===== src/rtl/dsogi_pkg.sv =====
package dsogi_pkg;
  localparam int unsigned DATA_W_DEF = 16;
  localparam int unsigned EXT_W_DEF  = 8;
  localparam int unsigned TH_W_DEF   = 16;
  localparam int unsigned K_W_DEF    = 8;
  localparam int unsigned K_FRAC_DEF = 6;
  localparam int unsigned K_GAIN_DEF = 128;  // k = 2.0
  localparam int unsigned N_AXES     = 2;
  typedef enum logic {AX_ALPHA = 1'b0, AX_BETA = 1'b1} axis_e;
endpackage


===== src/rtl/dsogi_axis.sv =====
module dsogi_axis #(
  parameter int unsigned DATA_W = 16,
  parameter int unsigned EXT_W  = 8,
  parameter int unsigned TH_W   = 16,
  parameter int unsigned K_W    = 8,
  parameter int unsigned K_FRAC = 6,
  parameter int unsigned K_GAIN = 128,
  localparam int unsigned SW    = DATA_W + EXT_W
) (
  input  logic                     clk_i,
  input  logic                     rst_ni,
  input  logic                     step_i,
  input  logic signed [DATA_W-1:0] v_i,
  input  logic        [TH_W-1:0]   theta_i,
  output logic signed [SW-1:0]     d_o,
  output logic signed [SW-1:0]     q_o
);
  localparam int unsigned WW = SW + K_W + TH_W + 4;
  localparam logic signed [WW-1:0] S_MAX = {{(WW-SW+1){1'b0}}, {(SW-1){1'b1}}};
  localparam logic signed [WW-1:0] S_MIN = {{(WW-SW+1){1'b1}}, {(SW-1){1'b0}}};
  localparam logic signed [WW-1:0] K_W_S = WW'(K_GAIN);

  function automatic logic signed [SW-1:0] clamp(input logic signed [WW-1:0] x);
    if (x > S_MAX)      return S_MAX[SW-1:0];
    else if (x < S_MIN) return S_MIN[SW-1:0];
    else                return x[SW-1:0];
  endfunction

  logic signed [SW-1:0] d_q, q_q, d_n, q_n, u;
  logic signed [WW-1:0] v_w, e_w, ke_w, th_w, dd_w, dq_w;

  always_comb begin
    v_w  = WW'(v_i) <<< EXT_W;
    e_w  = v_w - WW'(d_q);
    ke_w = (e_w * K_W_S) >>> K_FRAC;
    u    = clamp(ke_w - WW'(q_q));
    th_w = signed'(WW'(theta_i));
    dd_w = (WW'(u) * th_w) >>> TH_W;
    dq_w = (WW'(d_q) * th_w) >>> TH_W;   // forward Euler: old d feeds q
    d_n  = clamp(WW'(d_q) + dd_w);
    q_n  = clamp(WW'(q_q) + dq_w);
  end

  always_ff @(posedge clk_i or negedge rst_ni) begin
    if (!rst_ni) begin
      d_q <= '0;
      q_q <= '0;
    end else if (step_i) begin
      d_q <= d_n;
      q_q <= q_n;
    end
  end

  assign d_o = d_q;
  assign q_o = q_q;
endmodule


===== src/rtl/dsogi_seq.sv =====
module dsogi_seq #(
  parameter int unsigned DATA_W = 16,
  parameter int unsigned EXT_W  = 8,
  parameter bit          NEG_EN = 1'b1,
  localparam int unsigned SW    = DATA_W + EXT_W
) (
  input  logic signed [SW-1:0]     da_i,
  input  logic signed [SW-1:0]     qa_i,
  input  logic signed [SW-1:0]     db_i,
  input  logic signed [SW-1:0]     qb_i,
  output logic signed [DATA_W-1:0] pa_o,
  output logic signed [DATA_W-1:0] pb_o,
  output logic signed [DATA_W-1:0] na_o,
  output logic signed [DATA_W-1:0] nb_o
);
  logic signed [SW:0] pa_s, pb_s;
  assign pa_s = (SW+1)'(da_i) - (SW+1)'(qb_i);
  assign pb_s = (SW+1)'(qa_i) + (SW+1)'(db_i);
  assign pa_o = pa_s[SW:EXT_W+1];
  assign pb_o = pb_s[SW:EXT_W+1];

  if (NEG_EN) begin : g_neg
    logic signed [SW:0] na_s, nb_s;
    assign na_s = (SW+1)'(da_i) + (SW+1)'(qb_i);
    assign nb_s = (SW+1)'(db_i) - (SW+1)'(qa_i);
    assign na_o = na_s[SW:EXT_W+1];
    assign nb_o = nb_s[SW:EXT_W+1];
  end else begin : g_no_neg
    assign na_o = '0;
    assign nb_o = '0;
  end
endmodule


===== src/rtl/dsogi_pse.sv =====
module dsogi_pse
  import dsogi_pkg::*;
#(
  parameter int unsigned DATA_W = DATA_W_DEF,
  parameter int unsigned EXT_W  = EXT_W_DEF,
  parameter int unsigned TH_W   = TH_W_DEF,
  parameter int unsigned K_W    = K_W_DEF,
  parameter int unsigned K_FRAC = K_FRAC_DEF,
  parameter int unsigned K_GAIN = K_GAIN_DEF,
  parameter bit          NEG_EN = 1'b1
) (
  input  logic                     clk_i,
  input  logic                     rst_ni,
  input  logic                     step_i,
  input  logic signed [DATA_W-1:0] v_alpha_i,
  input  logic signed [DATA_W-1:0] v_beta_i,
  input  logic        [TH_W-1:0]   theta_i,
  output logic                     valid_o,
  output logic signed [DATA_W-1:0] alpha_d_o,
  output logic signed [DATA_W-1:0] alpha_q_o,
  output logic signed [DATA_W-1:0] beta_d_o,
  output logic signed [DATA_W-1:0] beta_q_o,
  output logic signed [DATA_W-1:0] pos_alpha_o,
  output logic signed [DATA_W-1:0] pos_beta_o,
  output logic signed [DATA_W-1:0] neg_alpha_o,
  output logic signed [DATA_W-1:0] neg_beta_o
);
  localparam int unsigned SW = DATA_W + EXT_W;

  logic signed [DATA_W-1:0] v_ax [N_AXES];
  logic signed [SW-1:0]     d_ax [N_AXES];
  logic signed [SW-1:0]     q_ax [N_AXES];

  assign v_ax[AX_ALPHA] = v_alpha_i;
  assign v_ax[AX_BETA]  = v_beta_i;

  for (genvar g = 0; g < N_AXES; g++) begin : g_axis
    dsogi_axis #(
      .DATA_W(DATA_W), .EXT_W(EXT_W), .TH_W(TH_W),
      .K_W(K_W), .K_FRAC(K_FRAC), .K_GAIN(K_GAIN)
    ) u_axis (
      .clk_i   (clk_i),
      .rst_ni  (rst_ni),
      .step_i  (step_i),
      .v_i     (v_ax[g]),
      .theta_i (theta_i),
      .d_o     (d_ax[g]),
      .q_o     (q_ax[g])
    );
  end

  dsogi_seq #(.DATA_W(DATA_W), .EXT_W(EXT_W), .NEG_EN(NEG_EN)) u_seq (
    .da_i (d_ax[AX_ALPHA]),
    .qa_i (q_ax[AX_ALPHA]),
    .db_i (d_ax[AX_BETA]),
    .qb_i (q_ax[AX_BETA]),
    .pa_o (pos_alpha_o),
    .pb_o (pos_beta_o),
    .na_o (neg_alpha_o),
    .nb_o (neg_beta_o)
  );

  assign alpha_d_o = d_ax[AX_ALPHA][SW-1:EXT_W];
  assign alpha_q_o = q_ax[AX_ALPHA][SW-1:EXT_W];
  assign beta_d_o  = d_ax[AX_BETA][SW-1:EXT_W];
  assign beta_q_o  = q_ax[AX_BETA][SW-1:EXT_W];

  always_ff @(posedge clk_i or negedge rst_ni) begin
    if (!rst_ni) valid_o <= 1'b0;
    else         valid_o <= step_i;
  end
endmodule


===== config.mk =====
export PLATFORM = sky130hd
export DESIGN_NAME = dsogi_pse
export DESIGN_NICKNAME = d
export VERILOG_FILES = /design/src/rtl/dsogi_pkg.sv /design/src/rtl/dsogi_axis.sv /design/src/rtl/dsogi_seq.sv /design/src/rtl/dsogi_pse.sv
export SDC_FILE = /design/constraint.sdc
export NUM_CORES = 2
export LEC_CHECK = 0
export BUFFER_PORTS_ARGS = -buffer_cell sky130_fd_sc_hd__buf_2
export CORE_UTILIZATION = 55
export CTS_CLUSTER_DIAMETER = 150
export DETAILED_ROUTE_END_ITERATION = 16
export GPL_TIMING_DRIVEN = 0
export MAX_ROUTING_LAYER = met4
export PLACE_DENSITY = 0.82
export SLEW_MARGIN = 20
export SYNTH_ARGS = -nofsm -noshare
export SYNTH_HDL_FRONTEND = slang
export SYNTH_SLANG_ARGS = --single-unit
export TNS_END_PERCENT = 1

===== constraint.sdc =====
create_clock -name clk_i -period 38.4 [get_ports clk_i]
set_clock_uncertainty 0.2 [all_clocks]
set_input_delay 7.68 -clock clk_i [delete_from_list [all_inputs] [get_ports clk_i]]
set_output_delay 7.68 -clock clk_i [all_outputs]
set_load 0.02 [all_outputs]

==> flow_summary.ini <==
[run_status]
status = finished, final reports clean

[finish]
synthToLayoutAreaGrowth_pct = 5.42
drive_above_1_share_pct = 5.99
final_cell_area_mm2 = 0.0769
final_nets = 11000

[die]
fp.dieW_um = 366
core_mm2 = 0.131
start_util_pct = 55.5
die_h_um = 366
floorplan.rows = 133
io_pins = 180
dieArea_mm2 = 0.134

[synth]
synth_most_common_cell = inv_1
ys_warn_count = 0
ys_ff_latch = 97
avgSynthCellArea_um2 = 8.49
synth_simple_gate_area_share_pct = 10.6
synthCells = 8588
synth_edf_count = 0
seq_area_frac_synth_pct = 3.33
synth_top_area_share_pct = 41.4
synth_top_family_by_area = adder cells
synth.area.top_cells = fa_1, ha_1, inv_1
syn_area_mm2 = 0.0729
synth-main-ff-cell = dfrtp_1
syn_nets = 10800
synth_compound_area_share_pct = 15.7
synth-async-reset-ratio_pct = 100
synthAdderAreaFrac_pct = 53.0
synthXorXnorAreaFrac_pct = 4.02
synthMuxAreaShare_pct = 0.0412
synth.top_cells.by_count = inv_1, fa_1, nand2_1
synth_top_area_cell = fa_1
ys_types = 88

[global_routing]
antenna_found_initial = 27
grt_pass1_vias = 67000
grt.total_usage_pct = 45.3
grt_max_degree = 54
grt_pass1_wl_um = 433000
overflow = 0

[timing]
tightest_slew_ns = 1.33
fmax_mhz = 42.1
setup_viol = 0
hold_viol = 0
timing.hold.ws_ns = 0.390
maxSlewViolCount = 0
min_period_ns = 23.74
max-slew-margin-rel_pct = 11.5
period_share_pct = 61.8
fin_setup_tns_ns = 0
rsz0062_at_grt = false
setup_ws_ns = 14.66

[critical_path]
start_kind = primary input
cp_slowest_cell = o211ai_1
path_buf_inv = 7
required_ns = 38.54
crit_family = compound AO/OA/AOI/OAI gates
slowest_delay_ns = 0.79
arrival_ns = 23.88
worstPathMaxFanout = 10
end_kind = flip-flop
cpMostUsedCell = o21ai_0
path_class = in2reg

[clocking]
cts_setup_buffers = 0
clock_latency_ns = 0.43
cts_max_level = 3
cts.sinks = 97
clock_path_buffers = 2
root_buffer = clkbuf_16
cts_made_buffers = 9
cts_tree = built
postCtsHoldBufs = 0
ctsResizeCount = 0
path_clk_slew_ns = 0.08

[placement]
dp_hpwl_um = 245000
placed_cell_area_mm2 = 0.0764
io_buffers = 170
pre_cts_ws_ns = 14.90
place.gp.congestion = 1.08

[drt]
drt_wl_total_um = 293000
drt_iter0_markers = 7238
postRouteAntennaNets = 0
drc = 0
wl_per_cell_um = 27.7
dr.pass1.iters = 7
viasPerCell = 6.20
vias = 65600

[min_path]
hp-class = reg2reg

[job]
drv_cap = 0
==> cells in the final DEF (no fill, tap or decap), types with 44 or more instances in the layout <==
cell      count
nand2b_1     47
xnor2_1     217
a21oi_1     243
buf_4        69
a31oi_1     508
buf_2       252
a31o_2       74
nand2_1     825
xor2_1       86
fa_1       1506
a21o_1      125
ha_1        678
clkbuf_1    349
o21ai_0     340
dfrtp_1      97
nand3_1      80
and2_1      104
a221o_1      44
inv_1      1914
nor2_1      460
nor2b_1      46
nor3_1       86
==> final cells by class <==
class / count / area, um2
Buffer: 558 / 2490
Sequential cell: 97 / 2430
Clock buffer: 11 / 253
Multi-Input combinational cell: 6008 / 61000
Tap cell: 1755 / 2200
Antenna cell: 35 / 87.6
Inverter: 1925 / 7230
Fill cell: 11900 / 54600
Clock inverter: 5 / 61.3
Timing Repair Buffer: 183 / 1070
==> per-layer routing <==
metal	vias up	global-route usage, %	wire length, um
met2	4006	65.8	126000
met3	962	10.5	32200
met5	-	-	0
met1	33000	57.1	111000
met4	0	28.7	23000
li1	27700	-	-
==> cells by family (layout without fill, tap and decap cells) <==
| kind of cell | count (synthesis) | in the layout |
|---|---|---|
| buffers and inverters | 2483 | 2682 |
| adder cells (fa/ha/maj) | 2184 | 2184 |
| AND/OR/NAND/NOR | 1772 | 1772 |
| AO/OA/AOI/OAI | 1715 | 1715 |
| XOR/XNOR | 334 | 334 |
| flip-flops | 97 | 97 |
| multiplexers | 3 | 3 |
| other | 0 | 35 |
==> state kept, by name, indices dropped and copies added, names as in the netlist <==
| name | count |
|---|---|
| g_axis.u_axis.d_o | 48 |
| g_axis.u_axis.q_o | 48 |
| valid_o | 1 |
==> stage by stage <==
stage          std cells  utilization, %
2_1_floorplan       8588               -
3_3_place_gp       10500            57.8
3_5_place_dp       10500            58.1
4_1_cts            10500            58.4
5_1_grt            10600            58.5
6_report           10600            58.5
==> worst reg2reg max path, delay by kind of cell (launching register included) <==
kind / cells / cell delay (ns)
AO/OA/AOI/OAI: 22 / 6.93
adder cells (fa/ha/maj): 10 / 4.75
flip-flops: 1 / 0.48
AND/OR/NAND/NOR: 13 / 3.00
XOR/XNOR: 3 / 1.10
buffers and inverters: 9 / 2.78
==> worst paths after layout <==
kind | from | endpoint | slack (ns) | cells after the start
worst min register to register | g_axis[0].u_axis.q_o[2]$_DFFE_PN0P_ | g_axis[0].u_axis.q_o[2]$_DFFE_PN0P_ | 0.39 | 1
worst max-delay path | v_beta_i[0] | g_axis[1].u_axis.d_o[14]$_DFFE_PN0P_ | 14.66 | 54
worst max register to register | g_axis[1].u_axis.d_o[0]$_DFFE_PN0P_ | g_axis[1].u_axis.d_o[14]$_DFFE_PN0P_ | 19.11 | 57
max in group asynchronous | rst_ni | g_axis[1].u_axis.q_o[7]$_DFFE_PN0P_ | 30.19 | 2
min in group asynchronous | rst_ni | g_axis[1].u_axis.d_o[9]$_DFFE_PN0P_ | 7.06 | 1
worst min-delay path | g_axis[0].u_axis.q_o[2]$_DFFE_PN0P_ | g_axis[0].u_axis.q_o[2]$_DFFE_PN0P_ | 0.39 | 1
Power is not shown: default switching activity piles up to over one toggle a cycle in this logic, so the estimate is an artifact.
